### config.mk
export PLATFORM = sky130hd
export DESIGN_NAME = ibal_top
export DESIGN_NICKNAME = d
export VERILOG_FILES = /design/src/rtl/ibal_pkg.sv /design/src/rtl/ibal_avg_lpf.sv /design/src/rtl/ibal_pi.sv /design/src/rtl/ibal_top.sv
export SDC_FILE = /design/constraint.sdc
export NUM_CORES = 2
export LEC_CHECK = 0
export BUFFER_PORTS_ARGS = -buffer_cell sky130_fd_sc_hd__buf_2
export CORE_MARGIN = 1
export CORE_UTILIZATION = 55
export CTS_CLUSTER_SIZE = 25
export DETAILED_ROUTE_END_ITERATION = 16
export GPL_ROUTABILITY_DRIVEN = 0
export PLACE_DENSITY = 0.7
export REMOVE_ABC_BUFFERS = 1
export SETUP_SLACK_MARGIN = 0.5
export SYNTH_ARGS = -nofsm -noshare
export SYNTH_HDL_FRONTEND = slang
export SYNTH_SLANG_ARGS = --single-unit
### constraint.sdc
create_clock -name clk -period 31.5 [get_ports clk]
set_input_delay 4.725 -clock clk [delete_from_list [all_inputs] [get_ports clk]]
set_output_delay 4.725 -clock clk [all_outputs]
set_load 0.02 [all_outputs]
### src/rtl/ibal_pkg.sv
package ibal_pkg;

    // wide signed accumulator for the loop arithmetic
    localparam int ACC_W = 48;
    typedef logic signed [ACC_W-1:0] ibal_acc_t;

    // unity in unsigned Q1.15
    localparam logic [15:0] UNITY_Q15 = 16'h8000;

    typedef struct packed {
        ibal_acc_t   integ;
        logic [15:0] scale;
    } pi_state_t;

endpackage

### src/rtl/ibal_avg_lpf.sv
module ibal_avg_lpf
    import ibal_pkg::*;
#(
    parameter int IW      = 12,
    parameter int K_SHIFT = 10
) (
    input  logic                 clk,
    input  logic                 rst,
    input  logic                 stb,
    input  logic signed [IW-1:0] hi,
    input  logic signed [IW-1:0] lo,
    output logic signed [IW-1:0] y_next
);

    localparam int AW = IW + K_SHIFT + 1;

    typedef struct packed {
        logic signed [AW-1:0] acc;
    } lpf_state_t;

    lpf_state_t st_d, st_q;

    logic signed [IW:0]   pair_sum;
    logic signed [IW-1:0] mean;
    logic signed [AW-1:0] mean_x;
    logic signed [AW-1:0] leak;

    always_comb begin
        pair_sum = {hi[IW-1], hi} + {lo[IW-1], lo};
        mean     = IW'(pair_sum >>> 1);
        mean_x   = {{(AW-IW){mean[IW-1]}}, mean};
        leak     = $signed(st_q.acc) >>> K_SHIFT;
        st_d     = st_q;
        if (stb) begin
            st_d.acc = st_q.acc + mean_x - leak;
        end
        y_next = IW'($signed(st_d.acc) >>> K_SHIFT);
    end

    always_ff @(posedge clk) begin
        if (rst) begin
            st_q <= '0;
        end else begin
            st_q <= st_d;
        end
    end

    AST_LPF_FROZEN: assert property (@(posedge clk) disable iff (rst)
        !stb |=> $stable(st_q.acc));

endmodule

### src/rtl/ibal_pi.sv
module ibal_pi
    import ibal_pkg::*;
#(
    parameter int IW     = 12,
    parameter int GW     = 16,
    parameter int GSHIFT = 12,
    parameter int LIM    = 1966
) (
    input  logic                 clk,
    input  logic                 rst,
    input  logic                 stb,
    input  logic                 en,
    input  logic signed [IW-1:0] fa,
    input  logic signed [IW-1:0] fb,
    input  logic [GW-1:0]        kp,
    input  logic [GW-1:0]        ki,
    output logic [15:0]          scale
);

    localparam ibal_acc_t LIM_W  = ibal_acc_t'(LIM);
    localparam ibal_acc_t UNIT_W = ibal_acc_t'(UNITY_Q15);

    pi_state_t st_d, st_q;

    ibal_acc_t err_w, kp_w, ki_w, p_w, k_w;
    ibal_acc_t i_try, u_try, i_keep, u_raw, u_lim, s_w;
    logic      freeze;

    always_comb begin
        err_w  = {{(ACC_W-IW){fa[IW-1]}}, fa} - {{(ACC_W-IW){fb[IW-1]}}, fb};
        kp_w   = {{(ACC_W-GW){1'b0}}, kp};
        ki_w   = {{(ACC_W-GW){1'b0}}, ki};
        p_w    = err_w * kp_w;
        k_w    = err_w * ki_w;
        i_try  = st_q.integ + k_w;
        u_try  = (p_w + i_try) >>> GSHIFT;
        freeze = ((u_try > LIM_W) && (k_w > 0)) || ((u_try < -LIM_W) && (k_w < 0));
        i_keep = freeze ? st_q.integ : i_try;
        u_raw  = (p_w + i_keep) >>> GSHIFT;
        if (u_raw > LIM_W) begin
            u_lim = LIM_W;
        end else if (u_raw < -LIM_W) begin
            u_lim = -LIM_W;
        end else begin
            u_lim = u_raw;
        end
        s_w  = UNIT_W + u_lim;
        st_d = st_q;
        if (!en) begin
            st_d.integ = '0;
            st_d.scale = UNITY_Q15;
        end else if (stb) begin
            st_d.integ = i_keep;
            st_d.scale = 16'(s_w);
        end
    end

    always_ff @(posedge clk) begin
        if (rst) begin
            st_q.integ <= '0;
            st_q.scale <= UNITY_Q15;
        end else begin
            st_q <= st_d;
        end
    end

    assign scale = st_q.scale;

    AST_INTEG_CLEARED: assert property (@(posedge clk) disable iff (rst)
        !en |=> (st_q.integ == '0));

    AST_FROZEN_WHEN_BALANCED: assert property (@(posedge clk) disable iff (rst)
        (en && stb && (fa == fb)) |=> $stable(st_q.integ));

endmodule

### src/rtl/ibal_top.sv
module ibal_top
    import ibal_pkg::*;
#(
    parameter int IW      = 12,
    parameter int GW      = 16,
    parameter int K_SHIFT = 10,
    parameter int GSHIFT  = 12,
    parameter int LIM     = 1966
) (
    input  logic                 clk,
    input  logic                 rst,
    input  logic                 sample_stb,
    input  logic                 ctrl_en,
    input  logic signed [IW-1:0] m1_hi,
    input  logic signed [IW-1:0] m1_lo,
    input  logic signed [IW-1:0] m2_hi,
    input  logic signed [IW-1:0] m2_lo,
    input  logic signed [IW-1:0] m3_hi,
    input  logic signed [IW-1:0] m3_lo,
    input  logic [GW-1:0]        kp_gain,
    input  logic [GW-1:0]        ki_gain,
    output logic [15:0]          scale_m2,
    output logic [15:0]          scale_m3
);

    localparam int NMOD  = 3;
    localparam int NLOOP = NMOD - 1;

    logic signed [IW-1:0] hi_a [NMOD];
    logic signed [IW-1:0] lo_a [NMOD];
    logic signed [IW-1:0] filt [NMOD];
    logic [15:0]          sc_a [NLOOP];

    assign hi_a[0] = m1_hi;
    assign hi_a[1] = m2_hi;
    assign hi_a[2] = m3_hi;
    assign lo_a[0] = m1_lo;
    assign lo_a[1] = m2_lo;
    assign lo_a[2] = m3_lo;

    for (genvar g = 0; g < NMOD; g++) begin : g_mod
        ibal_avg_lpf #(.IW(IW), .K_SHIFT(K_SHIFT)) u_lpf (
            .clk    (clk),
            .rst    (rst),
            .stb    (sample_stb),
            .hi     (hi_a[g]),
            .lo     (lo_a[g]),
            .y_next (filt[g])
        );
    end

    // loop j balances module j against module j+1 and scales module j+1
    for (genvar j = 0; j < NLOOP; j++) begin : g_loop
        ibal_pi #(.IW(IW), .GW(GW), .GSHIFT(GSHIFT), .LIM(LIM)) u_pi (
            .clk   (clk),
            .rst   (rst),
            .stb   (sample_stb),
            .en    (ctrl_en),
            .fa    (filt[j]),
            .fb    (filt[j+1]),
            .kp    (kp_gain),
            .ki    (ki_gain),
            .scale (sc_a[j])
        );
    end

    assign scale_m2 = sc_a[0];
    assign scale_m3 = sc_a[1];

    AST_SCALE_IN_BAND: assert property (@(posedge clk) disable iff (rst)
        (scale_m2 >= 16'(32768 - LIM)) && (scale_m2 <= 16'(32768 + LIM)) &&
        (scale_m3 >= 16'(32768 - LIM)) && (scale_m3 <= 16'(32768 + LIM)));

    AST_DISABLED_UNITY: assert property (@(posedge clk) disable iff (rst)
        !ctrl_en |=> ((scale_m2 == UNITY_Q15) && (scale_m3 == UNITY_Q15)));

    AST_QUIET_HOLD: assert property (@(posedge clk) disable iff (rst)
        (ctrl_en && !sample_stb) |=> ($stable(scale_m2) && $stable(scale_m3)));

endmodule

Word-level counts from Yosys, hierarchy flattened
Index checks and enable logic that the tools add are counted.
- input bits: 108
- flip-flop bits (word level): 197
- output and inout bits: 32
- reduce and logical (&&, ||, !) cells: 7
- add/sub/neg operators: 19
- $mul: 4
- bitwise logic cells: 1
- order comparisons: 12
- muxes and demuxes: 9
- operators by type and width (cell ; number):
    48-bit adder ; 6
    48-bit by 17-bit multiplier with 48-bit output ; 4
    36-bit by 12-bit > comparator with 1-bit output (second input constant) ; 4
    36-bit by 12-bit less-than comparator with 1-bit output (second input constant) ; 4
    48-bit by 1-bit > comparator with 1-bit output (second input constant) ; 2
    48-bit by 1-bit less-than comparator with 1-bit output (second input constant) ; 2
    48-bit 2-to-1 mux ; 2
    23-bit by 12-bit adder with 23-bit output ; 3
    23-bit by 13-bit subtractor with 23-bit output ; 3
    22-bit 2-to-1 mux ; 3
    16-bit 2-to-1 mux ; 4
    12-bit by 12-bit adder with 13-bit output ; 3
    16-bit adder (first input constant) ; 2
    12-bit by 12-bit subtractor with 13-bit output ; 2
    1-bit logical AND ; 4
    1-bit logical OR ; 2
    2-bit OR reduction ; 1
    1-bit inverter ; 1

Depth between registers and ports, before layout
- depth after elaboration: 17
- mapped depth: 113
- mapped depth without buffers: 108

Cells and area by module
Synthesis repeated with hierarchy kept, for this count alone.
- cells, all modules: 7992
- area, all modules: 63069.2 sq um
- by module, submodules not included (module ; sequential area each (sq um) ; cells an instance ; instances ; area an instance (sq um)):
    ibal_pi at g_loop[0].u_pi ; 1281.2 ; 3408 ; 1 ; 26788.2
    ibal_pi at g_loop[1].u_pi ; 1281.2 ; 3332 ; 1 ; 26539.2
    ibal_avg_lpf at g_mod[0].u_lpf ... ; 460.4 ; 416 ; 2 ; 3191.8
    ibal_avg_lpf at g_mod[2].u_lpf ; 460.4 ; 420 ; 1 ; 3358.2

Worst setup path after synthesis
OpenSTA, ideal clock, no wires.
- kind: input-to-reg
- start: in m1_hi[1]
- end: reg, netlist name g_loop[0].u_pi.scale[6]
- stages on the path: 109
- arrival: 26570 ps
- path slack: 4859 ps
- required time: 31429 ps
- library setup time: 71 ps
- cell sequence: inv_1 fa_1 inv_1 a21oi_1 o21ai_0 a21oi_1 o21ai_0 a21oi_1 o21ai_0 a21oi_1 o21bai_1 a21oi_1 nand3_1 o21ai_0 fa_1 ha_1 a21oi_1 o21ai_0 (+73 left out) a21o_1 a21o_1 a21o_1 a21o_1 a21o_1 a21oi_1 o21ai_0 or3b_2 a21oi_1 o31ai_1 a21oi_1 xnor2_1 nand2_1 o21ai_1 buf_2 nor2b_1 a21oi_1 a21oi_1
- RTL lines (element ; line ; text):
    start, declared ; ibal_top.sv:14 ; input logic signed [IW-1:0] m1_hi,

==> run_results.csv <==
group,metric,value,unit
logic_synthesis,synth_top_area_frac,0.227,
sta,tightest_slew,1.40,ns
floorplanning,ios,140,
sta,report.final.slew_viol_count,0,
cts,cts_made_buffers,17,
critical_path,critical_path_arrival,29.62,ns
global_route,grt_max_degree,118,
flow_run,maxCapViolations,0,
detailed_routing,drc,0,
sta,hold-worst-slack,0.465,ns
floorplanning,die_h,335,um
logic_synthesis,synth_seq_cells,197,
critical_path,startpoint_type,"primary input",
cts,ctsHtreeMaxLevel,4,
logic_synthesis,syn_avg_cell_area,8.05,sq um
cts,cts_root_buffer,"clkbuf_16",
worst_hold_path,hold_class,"flop to flop",
critical_path,cp_slowest_stage_delay,0.83,ns
floorplanning,core,109000,sq um
placed_design,post-dp-hpwl,136000,um
global_route,grt_pass1_vias,52900,
critical_path,crit_slowest_cell,"or4_2",
global_route,grt_pass1_wl,275000,um
floorplanning,rows,121,
logic_synthesis,synthArstFlopShare,0,
final_layout,layout-drive-gt1-share,0.0629,
detailed_routing,drt_wl_total,168000,um
floorplanning,initial_core_util,0.556,
logic_synthesis,synthCells,7557,
sta,setup_violations,0,
detailed_routing,vias,53500,
logic_synthesis,synth.distinct_cells,124,
sta,period_share,0.926,
cts,clockBufferDepth,2,
sta,min_period,29.16,ns
logic_synthesis,synth_edf_count,0,
cts,cts_tree,"yes",
logic_synthesis,syn_area,60800,sq um
critical_path,crit_required,31.96,ns
final_layout,nNetsFinal,9080,
logic_synthesis,synth_most_common_cell,"inv_1",
sta,rsz0062_at_grt,"no",
final_layout,stdcell_count,8920,
sta,max-slew-margin-rel,0.0640,
detailed_routing,viasPerCell,6.00,
logic_synthesis,synth.area.top_cells,"fa_1, ha_1, dfxtp_1, inv_1, nand2_1",
final_layout,syn_to_final_growth,3.99,%
detailed_routing,firstDrtPassIters,6,
logic_synthesis,ys_seq_area_frac,0.0648,
floorplanning,die_w,335,um
logic_synthesis,yosysTopAreaCell,"fa_1",
detailed_routing,drt_iter0_drc,4393,
detailed_routing,wl_per_cell,18.9,um
global_route,overflow,0,
logic_synthesis,synth_common_cells,"inv_1, ha_1, nand2_1",
floorplanning,dieArea,112000,sq um
critical_path,path_max_fanout,46,
sta,fmax,34.3,MHz
outcome,status,"complete, no violations",
global_route,antenna_found_initial,8,
critical_path,critPathMostFrequentCell,"a21oi_1",
cts,clkSlewWorstSetupHoldPaths,0.09,ns
sta,finalHoldViolations,0,
cts,numClockSinks,197,
sta,fin_setup_tns,0,ns
cts,worstSkewPairLatency,0.56,ns
global_route,grt_usage,0.303,
sta,clock_skew,0.0288,ns
logic_synthesis,synthFlopType,"dfxtp_1",
critical_path,crit_path_end_kind,"flop",
detailed_routing,antenna_left,0,
logic_synthesis,ys.warnings.count,0,
placed_design,dp.cells,8882,
critical_path,crit_type,"primary input to flop",
placed_design,place.port_buffers,139,
-- what timing repair did --
| item | in CTS | in global routing |
|---|---|---|
| buffers inserted | 0 | 2 |
| endpoints found under the setup margin | 0 | 11 |
| resized for setup | 0 | 3 |
| hold buffers | 0 | 0 |
-- state kept, by name, summed over array words and instances, names as in the netlist, named ones only --
signal / flops
g_loop.u_pi.scale: 32
g_mod.u_lpf.st_q: 68
g_loop.u_pi.st_q: 96
-- layout make-up --
class	count	area [sq um]
diodes	4	10.0
multi-input cells	6114	52300
repair buffers	192	1130
flip-flops and latches	197	3940
well taps	1476	1850
fillers	10100	46100
clock buffers	17	425
clock inverters	15	221
inverters	905	3400
-- worst paths after layout --
path,start,endpoint,slack [ns],cells after the start
worst max-delay path,m1_hi[1],g_loop[0].u_pi.scale[2],2.34,101
worst min-delay path,g_loop[1].u_pi.scale[12],g_loop[1].u_pi.scale[12],0.47,1
worst max register to register,g_mod[1].u_lpf.st_q[14],g_loop[1].u_pi.scale[4],7.48,89
worst min register to register,g_loop[1].u_pi.scale[12],g_loop[1].u_pi.scale[12],0.47,1
-- cell families (layout without fill, tap and decap cells) --
kind of cell,Yosys count,count (layout),share of synthesized area
AND/OR/NAND/NOR,2433,2433,0.193
adder cells (fa/ha/maj),1552,1552,0.404
AO/OA/AOI/OAI,1544,1544,0.168
buffers and inverters,1246,1129,0.0792
XOR/XNOR,405,405,0.0590
flip-flops,197,197,0.0648
multiplexers,180,180,0.0317
other,0,4,0
-- placed cells by master (no fill, tap or decap), drive strengths merged, types with 30 or more instances in the layout --
cell	n
and2	253
nor2b	118
a21o	230
xor2	128
o21a	65
a211oi	69
o21bai	99
buf	191
and3	59
o211ai	32
mux2i	80
a21oi	471
dfxtp	197
xnor2	276
nand2b	66
fa	689
nand3	113
nand2	817
or3	55
o21ai	275
nor3	155
a31oi	48
or2	42
nor4	41
ha	856
o31ai	30
mux2	100
nand4	73
nor2	545
inv	910
-- stage by stage --
step	worst slack (ns)	util	cell area, sq um
after CTS	2.19	0.578	63200
after detailed placement	1.66	0.572	62500
after global routing	0.703	0.579	63200
after floorplan	3.55	-	59400
final	2.34	0.579	63300
after global placement	1.79	0.572	62500
-- critical path: cells and delay by family --
family                   cells  cell delay [ns]
XOR/XNOR                     7             1.76
adder cells (fa/ha/maj)     16             6.51
buffers and inverters        5             1.08
AO/OA/AOI/OAI               54            11.21
multiplexers                 2             0.62
AND/OR/NAND/NOR             17             3.63
-- metal layers --
metal  GRT usage  wire length [um]
met1       0.416             74200
met2       0.493             76800
met3      0.0472             13200
met4      0.0862              4280
met5           0                72
Power is not shown: default switching activity piles up to over one toggle a cycle in this logic, so the estimate is an artifact.
